[config.mk]
export PLATFORM = sky130hd
export DESIGN_NAME = cpu_stat_ctl
export DESIGN_NICKNAME = d
export VERILOG_FILES = /design/src/rtl/cs_pkg.sv /design/src/rtl/cs_se0_qual.sv /design/src/rtl/cs_ie_track.sv /design/src/rtl/cpu_stat_ctl.sv
export SDC_FILE = /design/constraint.sdc
export NUM_CORES = 1
export LEC_CHECK = 0
export ABC_AREA = 1
export BUFFER_PORTS_ARGS = -buffer_cell sky130_fd_sc_hd__buf_2
export CAP_MARGIN = 20
export CORE_UTILIZATION = 40
export DETAILED_ROUTE_END_ITERATION = 7
export PLACE_DENSITY_LB_ADDON = 0.2
export SYNTH_ARGS = -nofsm -noshare
export SYNTH_HDL_FRONTEND = slang
export SYNTH_SLANG_ARGS = --single-unit
[constraint.sdc]
create_clock -name clk -period 1.55 [get_ports clk]
set_input_delay 0.0775 -clock clk [delete_from_list [all_inputs] [get_ports clk]]
set_output_delay 0.0775 -clock clk [all_outputs]
set_load 0.03 [all_outputs]
[src/rtl/cs_pkg.sv]
`timescale 1ns/1ps
package cs_pkg;
    localparam int REG_W = 8;

    // register-held control and flag fields (bit 2 and bit 1 are not stored here)
    typedef struct packed {
        logic irq_pend;
        logic wdr;
        logic busrst;
        logic porf;
        logic susp;
        logic run;
    } ctl_t;

    localparam ctl_t CTL_POR = '{irq_pend: 1'b0, wdr: 1'b0, busrst: 1'b0,
                                 porf: 1'b1, susp: 1'b0, run: 1'b1};

    function automatic logic [REG_W-1:0] pack_rd(ctl_t c, logic ie);
        return {c.irq_pend, c.wdr, c.busrst, c.porf, c.susp, ie, 1'b0, c.run};
    endfunction
endpackage

[src/rtl/cs_se0_qual.sv]
`timescale 1ns/1ps
module cs_se0_qual #(
    parameter int SE0_MIN = 16
) (
    input  logic clk,
    input  logic por_n,
    input  logic usb_dp,
    input  logic usb_dm,
    output logic hit
);
    localparam int CW = $clog2(SE0_MIN + 1);
    localparam logic [CW-1:0] LAST = CW'(SE0_MIN - 1);
    localparam logic [CW-1:0] SAT  = CW'(SE0_MIN);

    logic [CW-1:0] cnt_d, cnt_q;
    logic          se0;

    always_comb begin
        se0   = ~usb_dp & ~usb_dm;
        hit   = se0 && (cnt_q == LAST);
        cnt_d = cnt_q;
        if (!se0)
            cnt_d = '0;
        else if (cnt_q != SAT)
            cnt_d = cnt_q + 1'b1;
    end

    always_ff @(posedge clk or negedge por_n) begin
        if (!por_n) cnt_q <= '0;
        else        cnt_q <= cnt_d;
    end

    // one long SE0 gives only one detection pulse
    a_r9_single_hit: assert property (@(posedge clk) disable iff (!por_n)
        hit |=> !hit);
endmodule

[src/rtl/cs_ie_track.sv]
`timescale 1ns/1ps
module cs_ie_track (
    input  logic clk,
    input  logic por_n,
    input  logic clr,
    input  logic hold,
    input  logic ei_stb,
    input  logic di_stb,
    input  logic reti_stb,
    input  logic irq_take,
    output logic ie
);
    typedef struct packed {
        logic ie;
        logic saved;
    } ie_t;

    ie_t ie_d, ie_q;

    always_comb begin
        ie_d = ie_q;
        if (clr) begin
            ie_d = '0;
        end else if (!hold) begin
            if (irq_take) begin
                ie_d.saved = ie_q.ie;
                ie_d.ie    = 1'b0;
            end else if (reti_stb) begin
                ie_d.ie = ie_q.saved;
            end else if (di_stb) begin
                ie_d.ie = 1'b0;
            end else if (ei_stb) begin
                ie_d.ie = 1'b1;
            end
        end
    end

    always_ff @(posedge clk or negedge por_n) begin
        if (!por_n) ie_q <= '0;
        else        ie_q <= ie_d;
    end

    assign ie = ie_q.ie;

    // a lone EI on a running core enables interrupts
    a_r4_ei_sets: assert property (@(posedge clk) disable iff (!por_n)
        (ei_stb && !di_stb && !reti_stb && !irq_take && !hold && !clr) |=> ie);
    // taking the vector always masks interrupts
    a_r4_take_masks: assert property (@(posedge clk) disable iff (!por_n)
        (irq_take && !hold) |=> !ie);
endmodule

[src/rtl/cpu_stat_ctl.sv]
`timescale 1ns/1ps
module cpu_stat_ctl
    import cs_pkg::*;
#(
    parameter int SE0_MIN = 16
) (
    input  logic             clk,
    input  logic             por_n,
    input  logic             wdt_rst,
    input  logic             halt_stb,
    input  logic             ei_stb,
    input  logic             di_stb,
    input  logic             reti_stb,
    input  logic             irq_seen,
    input  logic             irq_take,
    input  logic             usb_dp,
    input  logic             usb_dm,
    input  logic             bus_active,
    input  logic             wr_en,
    input  logic [REG_W-1:0] wr_data,
    output logic [REG_W-1:0] rd_data,
    output logic             halted,
    output logic             suspended
);
    ctl_t ctl_d, ctl_q;
    logic se0_hit;
    logic ie;

    cs_se0_qual #(.SE0_MIN(SE0_MIN)) u_se0 (
        .clk    (clk),
        .por_n  (por_n),
        .usb_dp (usb_dp),
        .usb_dm (usb_dm),
        .hit    (se0_hit)
    );

    cs_ie_track u_ie (
        .clk      (clk),
        .por_n    (por_n),
        .clr      (wdt_rst | (ctl_q.run & halt_stb)),
        .hold     (~ctl_q.run),
        .ei_stb   (ei_stb),
        .di_stb   (di_stb),
        .reti_stb (reti_stb),
        .irq_take (irq_take),
        .ie       (ie)
    );

    always_comb begin
        ctl_d = ctl_q;
        if (wdt_rst) begin
            ctl_d          = '0;
            ctl_d.wdr      = 1'b1;
            ctl_d.run      = 1'b1;
            ctl_d.porf     = ctl_q.porf;
            ctl_d.busrst   = ctl_q.busrst;
        end else if (!ctl_q.run) begin
            ctl_d = ctl_q;
        end else if (halt_stb) begin
            ctl_d = '0;
        end else begin
            if (wr_en) begin
                ctl_d.run    = wr_data[0];
                ctl_d.susp   = wr_data[3] & ~bus_active;
                ctl_d.porf   = wr_data[4];
                ctl_d.busrst = wr_data[5];
                ctl_d.wdr    = wr_data[6];
            end
            if (ctl_q.susp && (bus_active || (irq_seen && ie)))
                ctl_d.susp = 1'b0;
            if (irq_take) ctl_d.irq_pend = 1'b0;
            if (irq_seen) ctl_d.irq_pend = 1'b1;
            if (se0_hit)  ctl_d.busrst   = 1'b1;
        end
    end

    always_ff @(posedge clk or negedge por_n) begin
        if (!por_n) ctl_q <= CTL_POR;
        else        ctl_q <= ctl_d;
    end

    assign rd_data   = pack_rd(ctl_q, ie);
    assign halted    = ~ctl_q.run;
    assign suspended = ctl_q.susp;

    // watchdog pattern keeps power-on and bus-reset flags
    a_r2_wdt_pattern: assert property (@(posedge clk) disable iff (!por_n)
        wdt_rst |=> (rd_data[7] == 1'b0) && rd_data[6] && (rd_data[3:1] == 3'b000)
                    && rd_data[0] && (rd_data[5:4] == $past(rd_data[5:4])));
    // halted register is frozen unless the watchdog fires
    a_r3_halt_frozen: assert property (@(posedge clk) disable iff (!por_n)
        (halted && !wdt_rst) |=> ($stable(rd_data) && halted));
    // reserved bit never reads one
    a_r5_rsvd_zero: assert property (@(posedge clk) disable iff (!por_n)
        rd_data[1] == 1'b0);
    // suspend request is refused while the bus is busy
    a_r7_susp_refused: assert property (@(posedge clk) disable iff (!por_n)
        (wr_en && wr_data[3] && bus_active) |=> !suspended);
    // bus activity ends suspend
    a_r8_wake_bus: assert property (@(posedge clk) disable iff (!por_n)
        (suspended && bus_active) |=> !suspended);
    // qualified SE0 sets the bus-reset flag on a running core
    a_r9_se0_flag: assert property (@(posedge clk) disable iff (!por_n)
        (se0_hit && !halted && !wdt_rst && !halt_stb) |=> rd_data[5]);
    // recognised interrupt always leaves pending set
    a_r10_pend_set: assert property (@(posedge clk) disable iff (!por_n)
        (irq_seen && !halted && !wdt_rst && !halt_stb) |=> rd_data[7]);
endmodule

Word-level counts from Yosys, hierarchy flattened:

Index checks and enable logic that the tools add are counted.

* register bits after elaboration: 13
* output and inout bits: 10
* logic and storage cells: 59
* input bits: 21

* add/subtract/negate cells: 1
* muxes and demuxes: 17
* reduce and logical (&&, ||, !) cells: 20
* bitwise gates (word level): 9
* equality and inequality tests: 3

Operators with widths (count)
* $mux 6: 3
* $mux 5: 3
* $reduce_and 2->1: 5
* $mux 1: 9
* $reduce_bool 2->1: 4
* $reduce_bool 4->1: 2
* $reduce_and 3->1: 2
* $reduce_bool 3->1: 2
* $add 5x1->5 const B: 1
* $eq 5x4->1 const B: 1
* $ne 5x5->1 const B: 1
* $not 1->1: 5
* $reduce_bool 5->1: 1
* $mux 2: 2
* $and 1x1->1: 3
* $logic_and 1x1->1: 3
* $ne 2x2->1 const B: 1
* $logic_or 1x1->1: 1
* $or 1x1->1: 1

Logic depth before layout (Yosys ltp):

Gate-level depths: netlist of run 1.

* depth after elaboration: 7
* mapped depth: 8
* depth with buffers taken out: 8

By module:

From an unflattened synthesis of run 1, not the netlist that was laid out.

* cell total of the unflattened synthesis: 111
* area, all modules: 809.5 µm²

Modules (own cells, without submodules)
* cpu_stat_ctl: cells an instance 56, area each 387.9 µm², times used 1
* cs_se0_qual: cells an instance 39, area each 309.0 µm², times used 1
* cs_ie_track: cells an instance 16, area each 112.6 µm², times used 1

Least setup slack after synthesis of run 1:

No wires, ideal clock.

* path kind: register to register
* start point: reg ctl_q (netlist bit rd_data[0])
* end point: reg ctl_q (netlist bit rd_data[5])
* library setup time: 0.117 ns
* data arrival time: 1.133 ns
* stages on the path, launching flop included: 6
* slack: 0.300 ns
* data required time: 1.433 ns
* path buffers: 0
* cell sequence: dfstp_2 inv_2 nor2_2 o21ai_1 nand3_1 nand2_1

* cells in the longest elaborated chain, start to end: 1

RTL lines
* start: declaration: line cpu_stat_ctl.sv:25 `ctl_t ctl_d, ctl_q;`
* start signal: assignment: line cpu_stat_ctl.sv:79 `else ctl_q <= ctl_d;`
* $reduce_and 3->1 (no line)

Every way passes these cells.
A chain may end at the register's enable or synchronous reset.

Final worst setup path of run 1:

* start point: reg u_se0.cnt_q[0]
* end point: reg ctl_q (netlist bit rd_data[5])

* cells in the longest elaborated chain, start to end: 4

RTL lines
* start: declaration: line cs_se0_qual.sv:15 `logic [CW-1:0] cnt_d, cnt_q;`
* start signal: assignment: line cs_se0_qual.sv:30 `else cnt_q <= cnt_d;`
* $eq 5x4->1 *: line cs_se0_qual.sv:20 `hit = se0 && (cnt_q == LAST);`
* $logic_and 1x1->1 *: line cs_se0_qual.sv:20
* $reduce_bool 3->1 (no line) or $mux 1 (tied branches)
* $reduce_and 3->1 (no line) or $mux 6 (tied branches)

Mark *: on every way between the ends. The rest lies on a longest branch, timed or not.

==> results of run 1 <==
[synthesized netlist by cell type (2+ instances only)]
cell	count
dfrtp_1	11
nor2_1	10
buf_4	3
dfstp_2	2
inv_2	2
o21ai_1	6
inv_1	10
nand2_1	23
a21oi_1	2
nand3_1	12
ha_1	3
nor2_2	4
[per-layer routing]
layer,vias up,share of wire (%),GRT usage (%)
li1,372,-,-
met4,0,1.2,8.235
met2,25,46,25.92
met1,327,47,21.04
met3,3,6.4,3.968
met5,-,0,0
[path summary, 6_finish.rpt]
check | start | end | slack, ps | cells after the start
worst max register to register | u_se0.cnt_q[0]$_DFFE_PN0P_ | rd_data[5]$_DFFE_PN0P_ | 280 | 8
min in group asynchronous | por_n | u_se0.cnt_q[4]$_DFFE_PN0P_ | 210 | 2
max in group asynchronous | por_n | rd_data[4]$_DFFE_PN1P_ | 1060 | 2
worst max-delay path | u_se0.cnt_q[0]$_DFFE_PN0P_ | rd_data[5]$_DFFE_PN0P_ | 280 | 8
worst min-delay path | wr_data[4] | rd_data[4]$_DFFE_PN1P_ | 20 | 3
worst min register to register | rd_data[4]$_DFFE_PN1P_ | rd_data[4]$_DFFE_PN1P_ | 460 | 2
[cells by family after synthesis]
kind of cell	count (synthesis)	share of synthesized area (%)
adder cells (fa/ha/maj)	3	4.871
other	1	0.4865
buffers and inverters	16	9.579
flip-flops	13	42.53
AND/OR/NAND/NOR	54	31.98
AO/OA/AOI/OAI	13	10.55
[placed cells by master (no fill, tap or decap)]
cell | Yosys | routed
nor3b_1 | 1 | 1
o21bai_1 | 1 | 1
nand2_1 | 23 | 23
inv_2 | 2 | 2
dfrtp_1 | 11 | 11
o21ai_2 | 1 | 1
ha_1 | 3 | 3
a21boi_1 | 1 | 1
nor2_1 | 10 | 10
dfstp_2 | 2 | 2
clkbuf_1 | 0 | 1
a21oi_1 | 2 | 2
nand4_1 | 1 | 1
buf_2 | 0 | 26
inv_1 | 10 | 10
clkbuf_4 | 0 | 3
nor2_2 | 4 | 4
dlygate4sd3_1 | 0 | 1
nand2_2 | 1 | 1
nor2_4 | 1 | 1
inv_4 | 1 | 1
nand3_1 | 12 | 12
o21ai_1 | 6 | 6
o211ai_2 | 1 | 1
or2_2 | 1 | 1
conb_1 | 1 | 1
o21ai_0 | 1 | 1
[area by class of cell]
cell class	count	area (µm²)
Clock buffer	4	26.28
Fill cell	182	818.3
Inverter	13	51.30
Multi-Input combinational cell	71	369.1
Sequential cell	13	327.8
Tap cell	25	31.28
Timing Repair Buffer	27	140.1
[power by group through the flow]
stage	registers [mW]	logic, mW	clock network, mW
after global routing	0.373	0.182	0.240
after CTS	0.371	0.165	0.218
after detailed placement	0.377	0.163	0
after global placement	0.377	0.160	0
after floorplan	0.401	0.0799	0
final	0.371	0.163	0.215
[state kept, by name, summed over array words and instances, names as in the netlist]
signal,flops
rd_data,5
suspended,1
u_ie.ie,1
u_ie.ie_q,1
u_se0.cnt_q,5
[stage by stage]
stage | setup WS [ps] | cells | utilization (%)
after global placement | 295.7 | 148 | 51.56
after global routing | 131.7 | 153 | 53.62
final | 278.4 | 153 | 53.62
after CTS | 271.4 | 153 | 53.62
after floorplan | 299.8 | 100 | -
after detailed placement | 286.0 | 148 | 51.56
[worst min-delay path: cells and delay by family]
| family | cells | cell delay [ps] |
|---|---|---|
| buffers and inverters | 1 | 100 |
| and+or+nand+nor | 2 | 120 |
==> results.yml, run 1 <==
outcome:
  outcome: "finished, final reports clean"
yosys:
  synth_edf_count: 0
  syn-cell-area_um2: 770.7
  yosys.area.top_type: "dfrtp_1"
  yosys_warnings: 0
  synth.area.top_cells: "dfrtp_1, nand2_1, nand3_1, dfstp_2, ha_1"
  async_flop_share_pct: 100.0
  ys_ff_latch: 13
  avgSynthCellArea_um2: 7.707
  synthFlopType: "dfrtp_1"
  syn_nets: 124
  synth_seq_area_share_pct: 42.53
  synth_cells: 100
  yosysUniqueCellTypes: 24
  synth_top_area_share_pct: 35.71
power_and_ir_drop:
  p_comb_share_pct: 21.8
  switching_share_pct: 31.27
  max-vdd-ir-drop_v: 0.0004302
  seqPwrFrac_pct: 49.5
  power_density_mw_per_mm2: 791.6
  intPower_mw: 0.5147
  clkPwrFrac_pct: 28.7
  fin_total_pwr_mw: 0.7488
  switching_power_mw: 0.2341
  p_leak_nw: 0.4975
clocking:
  clock_path_buffers: 2
  cts-buffers-inserted: 3
  clk_transition_reported_paths_ps: 80
  cts.sinks: 13
  htree_levels: 1
  ctsHoldBuffers: 1
  cts_setup_buffers: 0
  cts_root_buffer: "clkbuf_4"
  clk_latency_ps: 280
  ctsResizeCount: 0
  cts_tree: "built"
layout:
  stdcell_area_um2: 945.9
  antenna_cells: 0
  drive_above_1_share_pct: 33.59
  area_growth_pct: 22.73
  fin_nets: 153
critical_path:
  required_ps: 1720
  crit_slowest_cell: "dfrtp_1"
  cp_cell_sequence: "ha_1 -> nand2_1 -> nor2_1 -> ha_1 -> nand3_1 -> nand2_1 -> nand2_1 -> nand2_1"
  worstPathArrival_ps: 1450
  path_class: "flop to flop"
  cp-start-kind: "flop"
  worst_setup_path_end_kind: "flop"
  critical-path-max-stage-delay_ps: 400
  worst-path-max-fanout: 3
  crit_buf_inv: 0
  crit_family: "flip-flops"
  timing.critical_path.mode_cell: "nand2_1"
timing:
  fmax_mhz: 786.4
  hold_viol: 0
  fin_setup_tns_ps: 0
  timing.final.crit_period_ps: 1272
  fin_skew_ps: 4.105
  setup_viol: 0
  holdWs_ps: 22.37
  period_share_pct: 82.04
  final-max-slew-violation-count: 0
  rsz0062_at_grt: "false"
global_route:
  grt_max_degree: 14
  globalRouteOverflowTotal: 0
  antenna_found_initial: 0
  grt_first_pass_wirelength_um: 2490
  first_global_vias: 631
  track_usage_pct: 16.53
floorplanning:
  core_area_mm2: 0.001764
  die_area_mm2: 0.002106
  die_height_um: 45.90
  die_w_um: 45.90
  initial_utilization_pct: 43.69
  pin_count: 31
  rows: 15
route:
  wl_per_cell_um: 10.01
  first_pass_iters: 4
  antenna_left: 0
  drt_iter0_markers: 17
  finalWirelength_um: 1531
  vias: 727
  drcViolationCount: 0
  viasPerCell: 4.752
placement:
  place_hpwl_um: 1227
  numPortBuffers: 26
  dpl_cell_area_um2: 909.6
  place_congestion: 0.7886
hold_path:
  hold_path_class: "input pin to flop"
run:
  drv_cap: 0
Note: power is estimated with default switching activity, not from simulation.
==> run 2, diff against run 1 <==
==> constraint.sdc (replaced) <==
create_clock -name clk -period 1.1 [get_ports clk]
set_input_delay 0.055 -clock clk [delete_from_list [all_inputs] [get_ports clk]]
set_output_delay 0.055 -clock clk [all_outputs]
set_load 0.03 [all_outputs]
==> results.yml, run 2 (same netlist as run 1, synthesis figures left out) <==
outcome:
  outcome: "complete, but fails checks"
  violations: "negative setup slack"
floorplanning:
  core_area_mm2: 0.001764
  initial_utilization_pct: 43.69
  die_w_um: 45.90
  die_area_mm2: 0.002106
  rows: 15
  pin_count: 31
  die_height_um: 45.90
timing:
  setup_viol: 5
  timing.final.crit_period_ps: 1264
  rsz0062_at_grt: "true"
  fmax_mhz: 791.3
  hold_viol: 0
  period_share_pct: 114.9
  holdWs_ps: 32.31
  final.setup.worst_slack_ps: -163.8
  fin_skew_ps: 10.94
  final-max-slew-violation-count: 0
critical_path:
  cp-start-kind: "flop"
  worst_setup_path_end_kind: "flop"
  worstRegToRegCells: 8
  ff2ff_setup_slack_ps: -160
  timing.critical_path.mode_cell: "nand2_1"
  critical-path-max-stage-delay_ps: 390
  required_ps: 1280
  path_class: "flop to flop"
  worstPathArrival_ps: 1440
  cp_cell_sequence: "ha_2 -> nand2_2 -> nor2_1 -> ha_1 -> nand3_1 -> nand2_1 -> nand2_1 -> nand2_1"
  crit_slowest_cell: "dfrtp_1"
  worst-path-max-fanout: 2
placement:
  numPortBuffers: 26
  place_hpwl_um: 1297
  dpl.cell_count: 151
  pre_cts_ws_ps: -165.7
  place_congestion: 0.7421
power_and_ir_drop:
  p_leak_nw: 0.5490
  seqPwrFrac_pct: 47.7
  intPower_mw: 0.7448
  power_density_mw_per_mm2: 1012
  switching_power_mw: 0.3566
  clkPwrFrac_pct: 27.4
  p_comb_share_pct: 25.0
  max-vdd-ir-drop_v: 0.0006195
  switching_share_pct: 32.38
layout:
  antenna_cells: 0
  final_cell_count_no_fill: 161
  area_growth_pct: 41.23
  final_cell_mix: "buf_2, nand2_1, nand3_1, dfrtp_1, nor2_1"
  layout_commonest_cell: "buf_2"
  drive_above_1_share_pct: 44.85
  fin_nets: 161
clocking:
  cts-buffers-inserted: 3
  clock_path_buffers: 2
  htree_levels: 1
  clk_latency_ps: 280
  cts_tree: "built"
  cts_root_buffer: "clkbuf_4"
  cts.sinks: 13
  clk_transition_reported_paths_ps: 90
route:
  viasPerCell: 4.882
  drt_iter0_markers: 17
  drcViolationCount: 0
  first_pass_iters: 4
  wl_per_cell_um: 11.19
  vias: 786
  finalWirelength_um: 1802
  antenna_left: 0
global_route:
  antenna_found_initial: 0
  globalRouteOverflowTotal: 0
  grt_max_degree: 14
  first_global_vias: 676
  grt_first_pass_wirelength_um: 2849
  track_usage_pct: 19.08
hold_path:
  hold_depth: 3
  hold_path_class: "input pin to flop"
run:
  drv_cap: 0
-- run 2: layout make-up --
type	count	area (µm²)
clock inverters	1	5.005
multi-input cells	71	424.2
well taps	25	31.28
inverters	13	58.81
clock buffers	3	22.52
fillers	164	675.6
flip-flops and latches	13	327.8
repair buffers	35	219.0
-- run 2: path summary, 6_finish.rpt --
kind / start / to
max: u_se0.cnt_q[1]$_DFFE_PN0P_ / rd_data[5]$_DFFE_PN0P_
min: wr_data[6] / rd_data[6]$_DFFE_PN0P_
max reg2reg: u_se0.cnt_q[1]$_DFFE_PN0P_ / rd_data[5]$_DFFE_PN0P_
min reg2reg: rd_data[4]$_DFFE_PN1P_ / rd_data[4]$_DFFE_PN1P_
max in group asynchronous: por_n / rd_data[4]$_DFFE_PN1P_
min in group asynchronous: por_n / u_se0.cnt_q[0]$_DFFE_PN0P_
-- run 2: through the flow --
stage | setup TNS, ps | utilization (%) | total power [mW] | area, µm²
final | -446.4 | 61.70 | 1.101 | 1089
after global routing | -783.6 | 61.70 | 1.166 | 1089
after CTS | -348.3 | 60.07 | 1.099 | 1060
after detailed placement | -472.6 | 53.62 | 0.7763 | 945.9
after global placement | -287.5 | 53.62 | 0.7709 | 945.9
after floorplan | -144.5 | - | 0.6828 | 784.5
-- run 2: metal layers --
layer  global-route usage, %  routed length [µm]  vias up
met5                       0                   0        -
met2                   29.58                 843       31
met1                   26.16                 806      357
met3                   3.571                 105        8
li1                        -                   -      390
met4                   7.059                  46        0
-- run 2: critical path: cells and delay by family (launching register included) --
family / cells / cell delay, ps
DFF: 1 / 390
adders and majority gates: 2 / 390
and+or+nand+nor: 6 / 390
-- run 2: repair_timing --
action	CTS	global route
pin swaps	3	5
resized for setup	12	6
setup buffers	4	3
setup endpoints to repair	8	9
hold buffers	2	0
endpoints found under the hold margin	14	0
-- run 2: power by group through the flow --
stage | sequential [mW] | clock [mW] | combinational, mW
after global placement | 0.531 | 0 | 0.240
final | 0.525 | 0.301 | 0.275
after floorplan | 0.567 | 0 | 0.116
after global routing | 0.528 | 0.336 | 0.303
after detailed placement | 0.532 | 0 | 0.244
after CTS | 0.523 | 0.309 | 0.267
